## src/rtl/ser7_pkg.sv

```systemverilog
package ser7_pkg;
  localparam int unsigned LANES_DEF = 4;
  localparam int unsigned SLOTS_DEF = 7;

  // Framing pattern in slot order (bit s = slot s): two high slots at
  // each end of the frame, low in the middle.
  function automatic logic [SLOTS_DEF-1:0] frame_pattern();
    logic [SLOTS_DEF-1:0] p;
    for (int s = 0; s < SLOTS_DEF; s++)
      p[s] = (s < 2) || (s >= SLOTS_DEF - 2);
    return p;
  endfunction

  // Selected-edge detect from current and previous pixel clock samples.
  function automatic logic strobe_seen(logic rise_sel, logic now_v, logic prev_v);
    return rise_sel ? (now_v & ~prev_v) : (~now_v & prev_v);
  endfunction
endpackage

```

## src/rtl/ser7_slot_counter.sv

```systemverilog
module ser7_slot_counter #(
  parameter int unsigned SLOTS = 7,
  localparam int unsigned CW = $clog2(SLOTS)
) (
  input  logic          clk,
  input  logic          rst_n,
  output logic [CW-1:0] slot,
  output logic          frame_start
);
  localparam logic [CW-1:0] LAST = CW'(SLOTS - 1);

  always_ff @(posedge clk or negedge rst_n) begin
    if (!rst_n) slot <= '0;
    else if (slot == LAST) slot <= '0;
    else slot <= slot + 1'b1;
  end

  assign frame_start = (slot == '0);

  a_r5_range: assert property (@(posedge clk) disable iff (!rst_n)
    slot <= LAST);
  a_r5_wrap: assert property (@(posedge clk) disable iff (!rst_n)
    slot == LAST |=> slot == '0);
  a_r5_step: assert property (@(posedge clk) disable iff (!rst_n)
    slot != LAST |=> slot == $past(slot) + 1'b1);
endmodule

```

## src/rtl/ser7_capture.sv

```systemverilog
module ser7_capture
  import ser7_pkg::*;
#(
  parameter int unsigned WORD_W = 28
) (
  input  logic              clk,
  input  logic              rst_n,
  input  logic              rise_sel,
  input  logic              pix_clk,
  input  logic [WORD_W-1:0] word_in,
  output logic [WORD_W-1:0] word_q,
  output logic              edge_hit
);
  logic pix_prev;

  always_ff @(posedge clk or negedge rst_n) begin
    if (!rst_n) pix_prev <= 1'b0;
    else pix_prev <= pix_clk;
  end

  assign edge_hit = strobe_seen(rise_sel, pix_clk, pix_prev);

  always_ff @(posedge clk or negedge rst_n) begin
    if (!rst_n) word_q <= '0;
    else if (edge_hit) word_q <= word_in;
  end

  a_r1_capture: assert property (@(posedge clk) disable iff (!rst_n)
    edge_hit |=> word_q == $past(word_in));
  a_r9_hold: assert property (@(posedge clk) disable iff (!rst_n)
    !edge_hit |=> $stable(word_q));
  a_r2_rise: assert property (@(posedge clk) disable iff (!rst_n)
    rise_sel && $rose(pix_clk) |-> edge_hit);
  a_r2_fall: assert property (@(posedge clk) disable iff (!rst_n)
    !rise_sel && $fell(pix_clk) |-> edge_hit);
endmodule

```

## src/rtl/ser7_lane_shift.sv

```systemverilog
module ser7_lane_shift #(
  parameter int unsigned SLOTS = 7
) (
  input  logic             clk,
  input  logic             rst_n,
  input  logic             load,
  input  logic [SLOTS-1:0] load_val,
  output logic             bit_out
);
  logic [SLOTS-1:0] sh;

  always_ff @(posedge clk or negedge rst_n) begin
    if (!rst_n) sh <= '0;
    else if (load) sh <= load_val;
    else sh <= {1'b0, sh[SLOTS-1:1]};
  end

  assign bit_out = sh[0];

  a_r4_first: assert property (@(posedge clk) disable iff (!rst_n)
    load |=> bit_out == $past(load_val[0]));
  a_r4_next: assert property (@(posedge clk) disable iff (!rst_n)
    load ##1 !load |=> bit_out == $past(load_val[1], 2));
endmodule

```

## src/rtl/lvds7_serializer.sv

```systemverilog
module lvds7_serializer
  import ser7_pkg::*;
#(
  parameter int unsigned LANES = LANES_DEF,
  parameter int unsigned SLOTS = SLOTS_DEF,
  localparam int unsigned WORD_W = LANES * SLOTS,
  localparam int unsigned CW = $clog2(SLOTS)
) (
  input  logic              bit_clk,
  input  logic              rst_n,
  input  logic              pix_clk,
  input  logic              strobe_rise,
  input  logic [WORD_W-1:0] pix_word,
  output logic [LANES-1:0]  lane_out,
  output logic              frame_clk_out
);
  logic [WORD_W-1:0] held_word;
  logic              cap_hit;
  logic [CW-1:0]     slot;
  logic              frame_start;

  ser7_slot_counter #(.SLOTS(SLOTS)) u_cnt (
    .clk(bit_clk), .rst_n(rst_n), .slot(slot), .frame_start(frame_start)
  );

  ser7_capture #(.WORD_W(WORD_W)) u_cap (
    .clk(bit_clk), .rst_n(rst_n), .rise_sel(strobe_rise),
    .pix_clk(pix_clk), .word_in(pix_word), .word_q(held_word),
    .edge_hit(cap_hit)
  );

  for (genvar g = 0; g < LANES; g++) begin : g_lane
    ser7_lane_shift #(.SLOTS(SLOTS)) u_sh (
      .clk(bit_clk), .rst_n(rst_n), .load(frame_start),
      .load_val(held_word[g*SLOTS +: SLOTS]), .bit_out(lane_out[g])
    );
  end

  ser7_lane_shift #(.SLOTS(SLOTS)) u_fclk (
    .clk(bit_clk), .rst_n(rst_n), .load(frame_start),
    .load_val(frame_pattern()), .bit_out(frame_clk_out)
  );

  // slot 0 high; slot 2 (shown while count is 3) low
  a_r6_head: assert property (@(posedge bit_clk) disable iff (!rst_n)
    frame_start |=> frame_clk_out);
  a_r6_mid: assert property (@(posedge bit_clk) disable iff (!rst_n)
    slot == CW'(3) |-> !frame_clk_out);
  // lane 0 slot 0 equals word bit 0 held at load time
  a_r3_lane0: assert property (@(posedge bit_clk) disable iff (!rst_n)
    frame_start |=> lane_out[0] == $past(held_word[0]));
endmodule

```

## config.mk

```make
export PLATFORM = sky130hd
export DESIGN_NAME = lvds7_serializer
export DESIGN_NICKNAME = d
export VERILOG_FILES = /design/src/rtl/ser7_pkg.sv /design/src/rtl/ser7_slot_counter.sv /design/src/rtl/ser7_capture.sv /design/src/rtl/ser7_lane_shift.sv /design/src/rtl/lvds7_serializer.sv
export SDC_FILE = /design/constraint.sdc
export NUM_CORES = 1
export LEC_CHECK = 0
export ABC_AREA = 1
export BUFFER_PORTS_ARGS = -buffer_cell sky130_fd_sc_hd__buf_2
export CAP_MARGIN = 10
export CORE_AREA = 2 2 97 99
export DETAILED_ROUTE_END_ITERATION = 8
export DIE_AREA = 0 0 99 101
export PLACE_DENSITY = 0.57
export SYNTH_ARGS = -nofsm -noshare
export SYNTH_HDL_FRONTEND = slang
export SYNTH_SLANG_ARGS = --single-unit
export TNS_END_PERCENT = 10
```

## constraint.sdc

```tcl
create_clock -name bit_clk -period 1.45 [get_ports bit_clk]
set_input_delay 0.145 -clock bit_clk [delete_from_list [all_inputs] [get_ports bit_clk]]
set_output_delay 0.145 -clock bit_clk [all_outputs]
set_load 0.03 [all_outputs]
```

==> impl_metrics.toml <==
[floorplanning]
fp-row-count = 35
die_w_um = 99
initial_core_util_pct = 29.34
core-area_mm2 = 0.008977
dieArea_mm2 = 0.009999
chipHeight_um = 101
ioPinCount = 37

[synthesis]
avgSynthCellArea_um2 = 9.543
synthDominantCellAreaShare_pct = 63.66
yosysUniqueCellTypes = 16
yosysTopAreaCell = "dfrtp_1"
synth_area_mm2 = 0.002634
synthTopCellsByArea = "dfrtp_1 64%, nand2_1 19%, nand3_1 5.3%"
ys_ff_latch = 67
syn-num-nets = 308
synth-seq-area-share_pct = 63.66
synthCells = 276
yosysWarnings = 0

[timing]
hold_viol = 0
period_needed_ns = 1.218
slew_headroom_pct = 76.38
setup_tns_ns = 0
rsz0062_at_grt = "no"
worst_pin_slew_ns = 0.3543
fmaxAchievable_mhz = 821.0
fin_skew_ns = 0.007912
slew_viol_final = 0
finalSetupViolCount = 0
post-route-period-util_pct = 84.00

[global_route]
grt_pass1_vias = 1981
grt_overflow_total = 0
antenna_found_initial = 0
grt_pass1_wl_um = 8887
grt_usage_pct = 11.29
grt_max_degree = 68

[power]
intPower_w = 0.002947
total_power_w = 0.003967
p_comb_share_pct = 11.9
clockPowerShare_pct = 35.1
p_per_area_mw_per_mm2 = 1238
power.switching_w = 0.001020
switching_share_pct = 25.71
ir_drop_mv = 0.4300
p_leak_nw = 1.740
p_seq_share_pct = 53.0

[cells_and_area]
insertedDiodeCount = 0
final_cell_mix = "132 x nand2_1, 67 x dfrtp_1, 36 x buf_2, 28 x nand3_1, 15 x dlygate4sd3_1"
area_delta_synth_final_pct = 21.66
layout_commonest_cell = "nand2_1"
drive_gt1_share_pct = 20.54
nets = 358

[place]
gp_congestion = 0.6908
port_buffers = 36
hpwl_um = 3096

[clock_tree]
cts_num_sinks = 67
clk_pin_slew_ns = 0.07
numCtsBuffers = 9
clockBufferDepth = 2
clockRootBuffer = "clkbuf_8"
cts_setup_buffers = 0
clk-insertion-delay-late_ns = 0.33
h-tree-depth = 3
cts_tree = "done"

[routing]
dr.pass1.iters = 4
drt_iter0_drc = 63
antenna_left = 0
drt_wl_total_um = 4922
via_count = 1890
wl_per_cell_um = 11.14
drc = 0
vias_per_cell = 4.276

[flow_run]
maxCapViolCount = 0

[run_status]
status = "finished clean"

[worst_setup_path]
critPathCaptureType = "register"
criticalPathCategory = "in2reg"
critical_path_required_ns = 1.72
arrival_ns = 1.48
worstPathMaxFanout = 18
setup.worst_path.start_class = "primary input"

[worst_hold_path]
min_path_type = "in2reg"
## cell families (layout without fill, tap and decap cells)
logic type	Yosys count	in the layout	synth area share, %
AND/OR/NAND/NOR	178	178	28.36
flip-flops	67	67	63.66
buffers and inverters	31	86	7.981
## area by class of cell
class | count | area [µm²]
Fill cell | 909 | 5773
Timing Repair Buffer | 57 | 412.9
Tap cell | 111 | 138.9
Clock inverter | 4 | 25.02
Sequential cell | 67 | 1677
Inverter | 13 | 48.80
Clock buffer | 12 | 155.1
Multi-Input combinational cell | 178 | 747.0
## per-stage QoR
step	instance area [µm²]	util, %	hold slack, ns	setup WS, ns	instances
2_1_floorplan	2634	-	-0.1506	0.3917	276
3_3_place_gp	2874	32.01	0.1956	0.2963	411
3_5_place_dp	2874	32.01	0.1939	0.2465	411
4_1_cts	3204	35.69	0.001324	0.2214	442
5_1_grt	3204	35.69	0.008141	0.1101	442
6_report	3204	35.69	0.01503	0.2320	442
## final timing paths
check	start	cells after the start	to	slack (ns)
min reg2reg	u_fclk.sh[2]	1	u_fclk.sh[1]	0.43
max in group asynchronous	rst_n	3	u_cap.word_q[18]	0.80
max	pix_clk	8	u_cap.word_q[18]	0.23
min	pix_word[15]	3	u_cap.word_q[15]	0.02
min in group asynchronous	rst_n	3	u_fclk.sh[0]	0.36
max reg2reg	u_cnt.slot[0]	6	g_lane[3].u_sh.sh[1]	0.25
## synthesized netlist by cell type, drive strengths merged
| cell | number |
|---|---|
| or2 | 3 |
| nor3 | 1 |
| nand3 | 30 |
| buf | 18 |
| dfrtp | 67 |
| inv | 13 |
| nor2 | 10 |
| nand2 | 134 |
## power by group through the flow
stage / Clock, W / Combinational, W / Sequential, W
global route: 0.00153 / 0.000554 / 0.00212
finish: 0.00139 / 0.000472 / 0.00210
floorplan: 0 / 0.000329 / 0.00212
detailed placement: 0 / 0.000455 / 0.00214
global placement: 0 / 0.000440 / 0.00214
CTS: 0.00145 / 0.000488 / 0.00211
## flip-flops by register name, indices dropped and copies added, names as in the netlist
register        cells
u_cap.pix_prev      1
u_cnt.slot          3
u_cap.word_q       28
u_fclk.sh           7
g_lane.u_sh.sh     28
## routing by layer
layer | global-route usage [%] | share of wire, % | up-vias
met1 | 13.25 | 46 | 914
li1 | - | - | 938
met5 | 0 | 0 | -
met2 | 19.39 | 49 | 33
met4 | 4.320 | 1.0 | 0
met3 | 3.537 | 4.5 | 5
## worst max-delay path, cell delays in order
cell	delay (ns)
dlygate4sd3_1	0.53
buf_2	0.14
inv_1	0.06
nand3_2	0.07
nand2_2	0.22
buf_12	0.19
nand2_1	0.07
nand2_1	0.05
## repair_timing
item / CTS / global route
gates resized for setup: 0 / 0
endpoints found under the hold margin: 81 / 0
hold buffers: 15 / 0
Power figures use the tool's default switching activity.
